$ cat src/rtl/ssc_flag_pkg.sv
package ssc_flag_pkg;
  localparam int NFLAG    = 8;
  localparam int NERR     = 6;
  localparam int NGATED   = NERR - 1;
  localparam int BUSY_POS = 13;

  // flag index: 0 mode, 1 host role, 2 mode fault, 3 tx ovf, 4 rx ovf,
  // 5 abort, 6 tx udf, 7 rx udf
  function automatic int stat_pos(input int k);
    case (k)
      0: return 0;
      1: return 1;
      2: return 7;
      default: return k + 5;
    endcase
  endfunction

  function automatic int set_pos(input int k);
    case (k)
      0: return 1;
      1: return 3;
      2: return 7;
      7: return 5;
      default: return k + 9;
    endcase
  endfunction

  function automatic int clr_pos(input int k);
    case (k)
      0: return 0;
      1: return 2;
      2: return 6;
      7: return 4;
      default: return k + 5;
    endcase
  endfunction
endpackage

$ cat src/rtl/ssc_cmd_decode.sv
module ssc_cmd_decode
  import ssc_flag_pkg::*;
#(
  parameter int CMD_W = 16
) (
  input  logic             wr_i,
  input  logic [CMD_W-1:0] data_i,
  output logic [NFLAG-1:0] set_o,
  output logic [NFLAG-1:0] clr_o
);
  for (genvar k = 0; k < NFLAG; k++) begin : g_dec
    localparam int SP = set_pos(k);
    localparam int CP = clr_pos(k);
    assign set_o[k] = wr_i & data_i[SP];
    assign clr_o[k] = wr_i & data_i[CP];
  end
endmodule

$ cat src/rtl/ssc_flag_cell.sv
module ssc_flag_cell (
  input  logic clk,
  input  logic rst,
  input  logic set_i,
  input  logic clr_i,
  input  logic hw_i,
  output logic q_o
);
  // priority: hardware event > software clear > software set > hold
  always_ff @(posedge clk) begin
    if (rst)        q_o <= 1'b0;
    else if (hw_i)  q_o <= 1'b1;
    else if (clr_i) q_o <= 1'b0;
    else if (set_i) q_o <= 1'b1;
  end

  p_clear_wins_r5: assert property (@(posedge clk) disable iff (rst)
    (clr_i && !hw_i) |=> !q_o);
  p_hw_over_clear_r7: assert property (@(posedge clk) disable iff (rst)
    hw_i |=> q_o);
  p_set_takes_r3: assert property (@(posedge clk) disable iff (rst)
    (set_i && !clr_i) |=> q_o);
  p_idle_holds_r8: assert property (@(posedge clk) disable iff (rst)
    (!set_i && !clr_i && !hw_i) |=> $stable(q_o));
endmodule

$ cat src/rtl/ssc_status_flags.sv
module ssc_status_flags
  import ssc_flag_pkg::*;
#(
  parameter int CMD_W  = 16,
  parameter int STAT_W = 16
) (
  input  logic              clk,
  input  logic              rst,
  input  logic              cmd_wr,
  input  logic [CMD_W-1:0]  cmd_data,
  input  logic [NERR-1:0]   hw_evt,
  input  logic [NGATED-1:0] err_en,
  input  logic              err_irq_en,
  input  logic              shift_busy,
  output logic [STAT_W-1:0] stat_o,
  output logic              err_irq
);
  localparam int FIRST_ERR = NFLAG - NERR;

  logic [NFLAG-1:0] set_v, clr_v, hw_v, flag_q;
  logic [NERR-1:0]  err_q;
  logic             busy_q;

  ssc_cmd_decode #(.CMD_W(CMD_W)) u_dec (
    .wr_i(cmd_wr), .data_i(cmd_data), .set_o(set_v), .clr_o(clr_v)
  );

  // event qualification: mode fault ungated, other errors gated
  assign hw_v[FIRST_ERR-1:0] = '0;
  assign hw_v[FIRST_ERR]     = hw_evt[0];
  for (genvar j = 1; j < NERR; j++) begin : g_gate
    assign hw_v[FIRST_ERR+j] = hw_evt[j] & err_en[j-1];
  end

  for (genvar k = 0; k < NFLAG; k++) begin : g_flag
    ssc_flag_cell u_cell (
      .clk(clk), .rst(rst), .set_i(set_v[k]), .clr_i(clr_v[k]),
      .hw_i(hw_v[k]), .q_o(flag_q[k])
    );
  end

  assign err_q = flag_q[NFLAG-1:FIRST_ERR];

  always_ff @(posedge clk) begin
    if (rst) begin
      busy_q  <= 1'b0;
      err_irq <= 1'b0;
    end else begin
      busy_q  <= shift_busy;
      err_irq <= err_irq_en & (|err_q);
    end
  end

  always_comb begin
    stat_o = '0;
    for (int k = 0; k < NFLAG; k++) stat_o[stat_pos(k)] = flag_q[k];
    stat_o[BUSY_POS] = busy_q;
  end

  for (genvar j = 1; j < NERR; j++) begin : g_chk_gate
    p_gated_r6: assert property (@(posedge clk) disable iff (rst)
      (!err_en[j-1] && !set_v[FIRST_ERR+j] && !stat_o[stat_pos(FIRST_ERR+j)])
        |=> !stat_o[stat_pos(FIRST_ERR+j)]);
  end

  p_irq_on_r9: assert property (@(posedge clk) disable iff (rst)
    (err_irq_en && (|stat_o[12:7])) |=> err_irq);
  p_irq_off_r9: assert property (@(posedge clk) disable iff (rst)
    (!err_irq_en || !(|stat_o[12:7])) |=> !err_irq);
  p_busy_r10: assert property (@(posedge clk) disable iff (rst)
    shift_busy |=> stat_o[BUSY_POS]);
  p_zero_bits_r2: assert property (@(posedge clk) disable iff (rst)
    stat_o[6:2] == 5'd0);
endmodule

$ cat config.mk
export PLATFORM = sky130hd
export DESIGN_NAME = ssc_status_flags
export DESIGN_NICKNAME = d
export VERILOG_FILES = /design/src/rtl/ssc_flag_pkg.sv /design/src/rtl/ssc_cmd_decode.sv /design/src/rtl/ssc_flag_cell.sv /design/src/rtl/ssc_status_flags.sv
export SDC_FILE = /design/constraint.sdc
export NUM_CORES = 1
export LEC_CHECK = 0
export CAP_MARGIN = 20
export CORE_MARGIN = 10
export CORE_UTILIZATION = 33
export DETAILED_ROUTE_END_ITERATION = 7
export GPL_ROUTABILITY_DRIVEN = 0
export GPL_TIMING_DRIVEN = 0
export PLACE_DENSITY_LB_ADDON = 0.3
export SYNTH_ARGS = -nofsm -noshare
export SYNTH_HDL_FRONTEND = slang
export SYNTH_HIERARCHICAL = 1
export SYNTH_SLANG_ARGS = --single-unit
$ cat constraint.sdc
create_clock -name clk -period 1.75 [get_ports clk]
set_clock_uncertainty 0.15 [all_clocks]
set_input_delay 0.2625 -clock clk [delete_from_list [all_inputs] [get_ports clk]]
set_output_delay 0.2625 -clock clk [all_outputs]
set_load 0.1 [all_outputs]
---- Word level (Yosys, flattened, before mapping) ----
Index checks and enable logic that the tools add are counted.
storage, ports and cells
  register bits after elaboration ......... 10
  latch bits .............................. 0
  RAM bits ................................ 0
  bits in read-only memories .............. 0
  bits of input ports ..................... 32
  output and inout port bits .............. 17
  word-level logic and storage cells ...... 59
  memories kept ........................... 0
operators by class
  $add $sub $neg .......................... 0
  multipliers ............................. 0
  div/mod/pow operators ................... 0
  order comparisons ....................... 0
  equal/unequal tests ..................... 0
  shift-type cells ........................ 0
  multiplexer cells ....................... 18
  bitwise logic cells ..................... 22
  reduce and logical (&&, ||, !) cells .... 9
operator list
  kind                number
  $and A1 B1 Y1       22
  $mux W1             18
  $reduce_bool A3 Y1  6
  $reduce_or A6 Y1    1
  $reduce_or A2 Y1    2

---- Depth between registers and ports, before layout ----
  depth in word-level cells ............... 4
  mapped depth ............................ 4
  gate-level depth less buffers ........... 3

---- By module ----
The synthesis kept the hierarchy.
modules (own cells, without submodules)
  module            instances  cells each  area each (um^2)  sequential area each (um^2)
  ssc_flag_cell     8          4           36.3              20.0
  ssc_status_flags  1          21          168.9             40.0
  ssc_cmd_decode    1          17          126.4             0.0

---- Worst setup path after synthesis ----
No wires, ideal clock.
  path type ............................... reg2reg
  from .................................... register, netlist name g_flag[4].u_cell/q_o
  to ...................................... register g_flag[4].u_cell.q_o
  library setup time ...................... 0.070 ns
  data arrival time ....................... 1.257 ns
  required time ........................... 1.530 ns
  path slack .............................. 0.273 ns
  cell stages (with the launch flop) ...... 3
  buffers on the path ..................... 0
  period minus slack after synthesis ...... 1.477 ns
  path through ............................ dfxtp_1 -> o21bai_1 -> a21oi_1
RTL lines
  element               RTL line             text
  end signal, assigned  ssc_flag_cell.sv:11  if (rst) q_o <= 1'b0;
  end signal, assigned  ssc_flag_cell.sv:12  else if (hw_i) q_o <= 1'b1;
  end signal, assigned  ssc_flag_cell.sv:13  else if (clr_i) q_o <= 1'b0;
  end, declared         ssc_flag_cell.sv:7   output logic q_o

---- Worst setup path in the final report ----
  from .................................... register g_flag[2].u_cell.q_o
  to ...................................... output port stat_o[7]
RTL lines
  element                 RTL line                text
  start, declared         ssc_flag_cell.sv:7
  start signal, assigned  ssc_flag_cell.sv:11
  start signal, assigned  ssc_flag_cell.sv:12
  start signal, assigned  ssc_flag_cell.sv:13
  end, declared           ssc_status_flags.sv:15  output logic [STAT_W-1:0] stat_o,
No word-level cell between the ends.

==> key figures <==
Worst setup path
  • Worst-path maximum fanout: 3
  • Type of origin of the critical path: flop
  • Worst Path Arrival: between 1 and 1.5 ns
  • FF-to-FF Start: g_flag[3].u_cell/q_o
  • Crit path buf inv count: 1
  • Critical-path cell list: clkdlybuf4s15_2
  • CP required: between 1 and 1.5 ns
  • Setup crit end kind: primary output
  • R2R Setup Slk: around 0.8 ns
  • Delay-heaviest family, CP: buffers and inverters
  • Crit. Startpoint: g_flag[2].u_cell/q_o
  • RR Endpoint: err_irq
  • Stages on the worst setup path: 1
  • Setup CP Type: reg2out
  • CP max-delay cell: clkdlybuf4s15_2
  • Highest cell delay on the worst timing path: 0.58 ns
  • R2R depth: 2

Timing
  • Final hold vios: 0
  • RSZ-0062 raised after global routing: no
  • Worst Tran Pin Value: 0.559 ns
  • Setup TNS: 0 ns
  • Rel. slew slack: 0.629
  • Fin crit share: 0.935
  • Slew Viols, Final: 0
  • Minimum clock period: between 1.5 and 2 ns
  • Max Fclk: 0.611 GHz
  • Setup violators final: 0
  • Min Hold Slack: roughly 0.37 ns

Drt
  • Routed wire length: roughly 1800 um
  • Antenna-violating nets left: 0
  • DR vias/cell: 4.05
  • # DRC: 0
  • First-pass DRT Iterations: 2
  • Wire length per cell: between 10 and 15 um
  • Met2 WL: approximately 1100 um
  • DRT iter0 DRCs: 7
  • Met3 WL: between 70 and 80 um
  • Met1 WL: ~620 um
  • Routed vias: 600
  • DR top layer: met4

Clocking
  • Postcts setup bufs: 0
  • H-Tree Depth: 1
  • Root Driver: clkbuf_4
  • Worst-Skew Late Latency: between 0.2 and 0.3 ns
  • CTS tree: built
  • Total CTS buffers: 3
  • Clock slew at reported path FFs: about 0.070 ns
  • CTS Sinks: 10
  • Clock Path Buffers: 2
  • Post_cts resized: 30
  • Hold-fix buffers, CTS: 0

Power
  • Static Leakage: 0.477 nW
  • Pwr Total: just over 0.8 mW
  • Pwr dens: 743 nW/um^2
  • Maximum VDD drop: around 0.35 mV

GRT
  • Total track usage: 0.0903
  • First-pass GRT wire length: 2860 um
  • Vias in the first global route: around 630
  • Initial antenna violation count: 0
  • Largest net degree at the start of global routing: 11
  • Gr ovfl total: 0

Hold path
  • Hold crit path type: reg2reg
  • Start point of the worst hold path: g_flag[6].u_cell/q_o
  • Worst min-delay path endpoint: err_irq
  • Hold Crit Depth: 2

Yosys
  • Cells after Synth: 70
  • Synth warn: 6
  • Synth Cell Area: ~590 sq um
  • Synthesis-stage register bit count: 10
  • Mean Syn Cell Area: between 8 and 9 sq um
  • Sequential fraction of the synthesis area: 0.342
  • Post-synth cell types: 13

Die
  • I/O pin cnt: 49
  • Initial Util: 0.343
  • Num rows: 15
  • Die X-Extent: about 62 um
  • Core ar.: approximately 1700 sq um
  • Die Area: just under 4000 sq um
  • Die Height: 62.1 um

Layout
  • Commonest non-fill, non-tap cell in the layout: clkdlybuf4s50_1
  • Area Overhead vs Synth: 88.9%
  • Reg area: around 200 sq um
  • Share of cells above drive strength 1: 0.293
  • Final #Nets: 156
  • Multi-input logic area: 314 sq um
  • Fill cell count: 135
  • Inserted Diodes: 0
  • Commonest non-fill, non-tap cells in the layout: clkdlybuf4s50_1 (31), and2_2 (12), dfxtp_1 (10), clkdlybuf4s15_2 (10)

Run
  • MaxCap Viol Count: 0

Placement
  • Final HPWL DP: between 1500 and 2000 um
  • I/O Buffers: 41

Run status
  • Outcome: finished clean
state kept, by name, indices dropped and copies added (netlist names):
register and cells:
err_irq 1, g_flag.u_cell/q_o 8, busy_q 1
stage by stage:
stage / cells / instance area [sq um] / utilization / setup WS [ns]
after floorplan: 78 / 616 / - / 0.273
after global placement: 144 / 1060 / 0.619 / -0.178
after global routing: 148 / 1110 / 0.648 / 0.0818
after CTS: 148 / 1110 / 0.648 / 0.104
after detailed placement: 144 / 1060 / 0.619 / -0.191
final: 148 / 1110 / 0.648 / 0.114
power breakdown:
part           total, mW  leakage (nW)  switching, mW  internal, mW
combinational      0.363         0.373          0.235         0.129
clock              0.201        0.0210         0.0751         0.126
sequential         0.258        0.0835         0.0124         0.245
cell type report:
class / instances / share of cell area
timing repair buffer: 41 / 0.382
multi-input combinational: 51 / 0.284
sequential: 10 / 0.181
buffer: 9 / 0.0645
clock buffer: 4 / 0.0328
tap: 25 / 0.0283
inverter: 8 / 0.0271
synth_stat cells:
library cell	count	share of area
and2_2	12	0.15
dfxtp_1	10	0.34
a21oi_1	9	0.077
and2_1	9	0.096
buf_4	8	0.10
inv_1	8	0.051
o21bai_1	8	0.10
buf_6	1	0.019
conb_1	1	0.0064
nand2b_1	1	0.011
nor2_1	1	0.0064
nor2b_1	1	0.011
nor4_2	1	0.021
logic make-up after synthesis:
kind of cell           count (synthesis)  synth area share
buffers and inverters                 17             0.173
flip-flops                            10             0.342
other                                  1           0.00640
AO/OA/AOI/OAI                         17             0.179
AND/OR/NAND/NOR                       25             0.299
worst max path at each step:
stage / slack [ns] / endpoint
final: 0.11 / stat_o[7]
after global routing: 0.08 / stat_o[10]
after CTS: 0.10 / stat_o[7]
after detailed placement: -0.19 / stat_o[7]
after global placement: -0.18 / stat_o[10]
after floorplan: 0.27 / g_flag[4].u_cell/q_o
layer usage:
layer,GRT usage,up-vias
met5,0,-
met4,0.0571,0
met1,0.0761,270
met3,0.0233,2
li1,-,308
met2,0.179,20
Power figures use the tool's default switching activity.
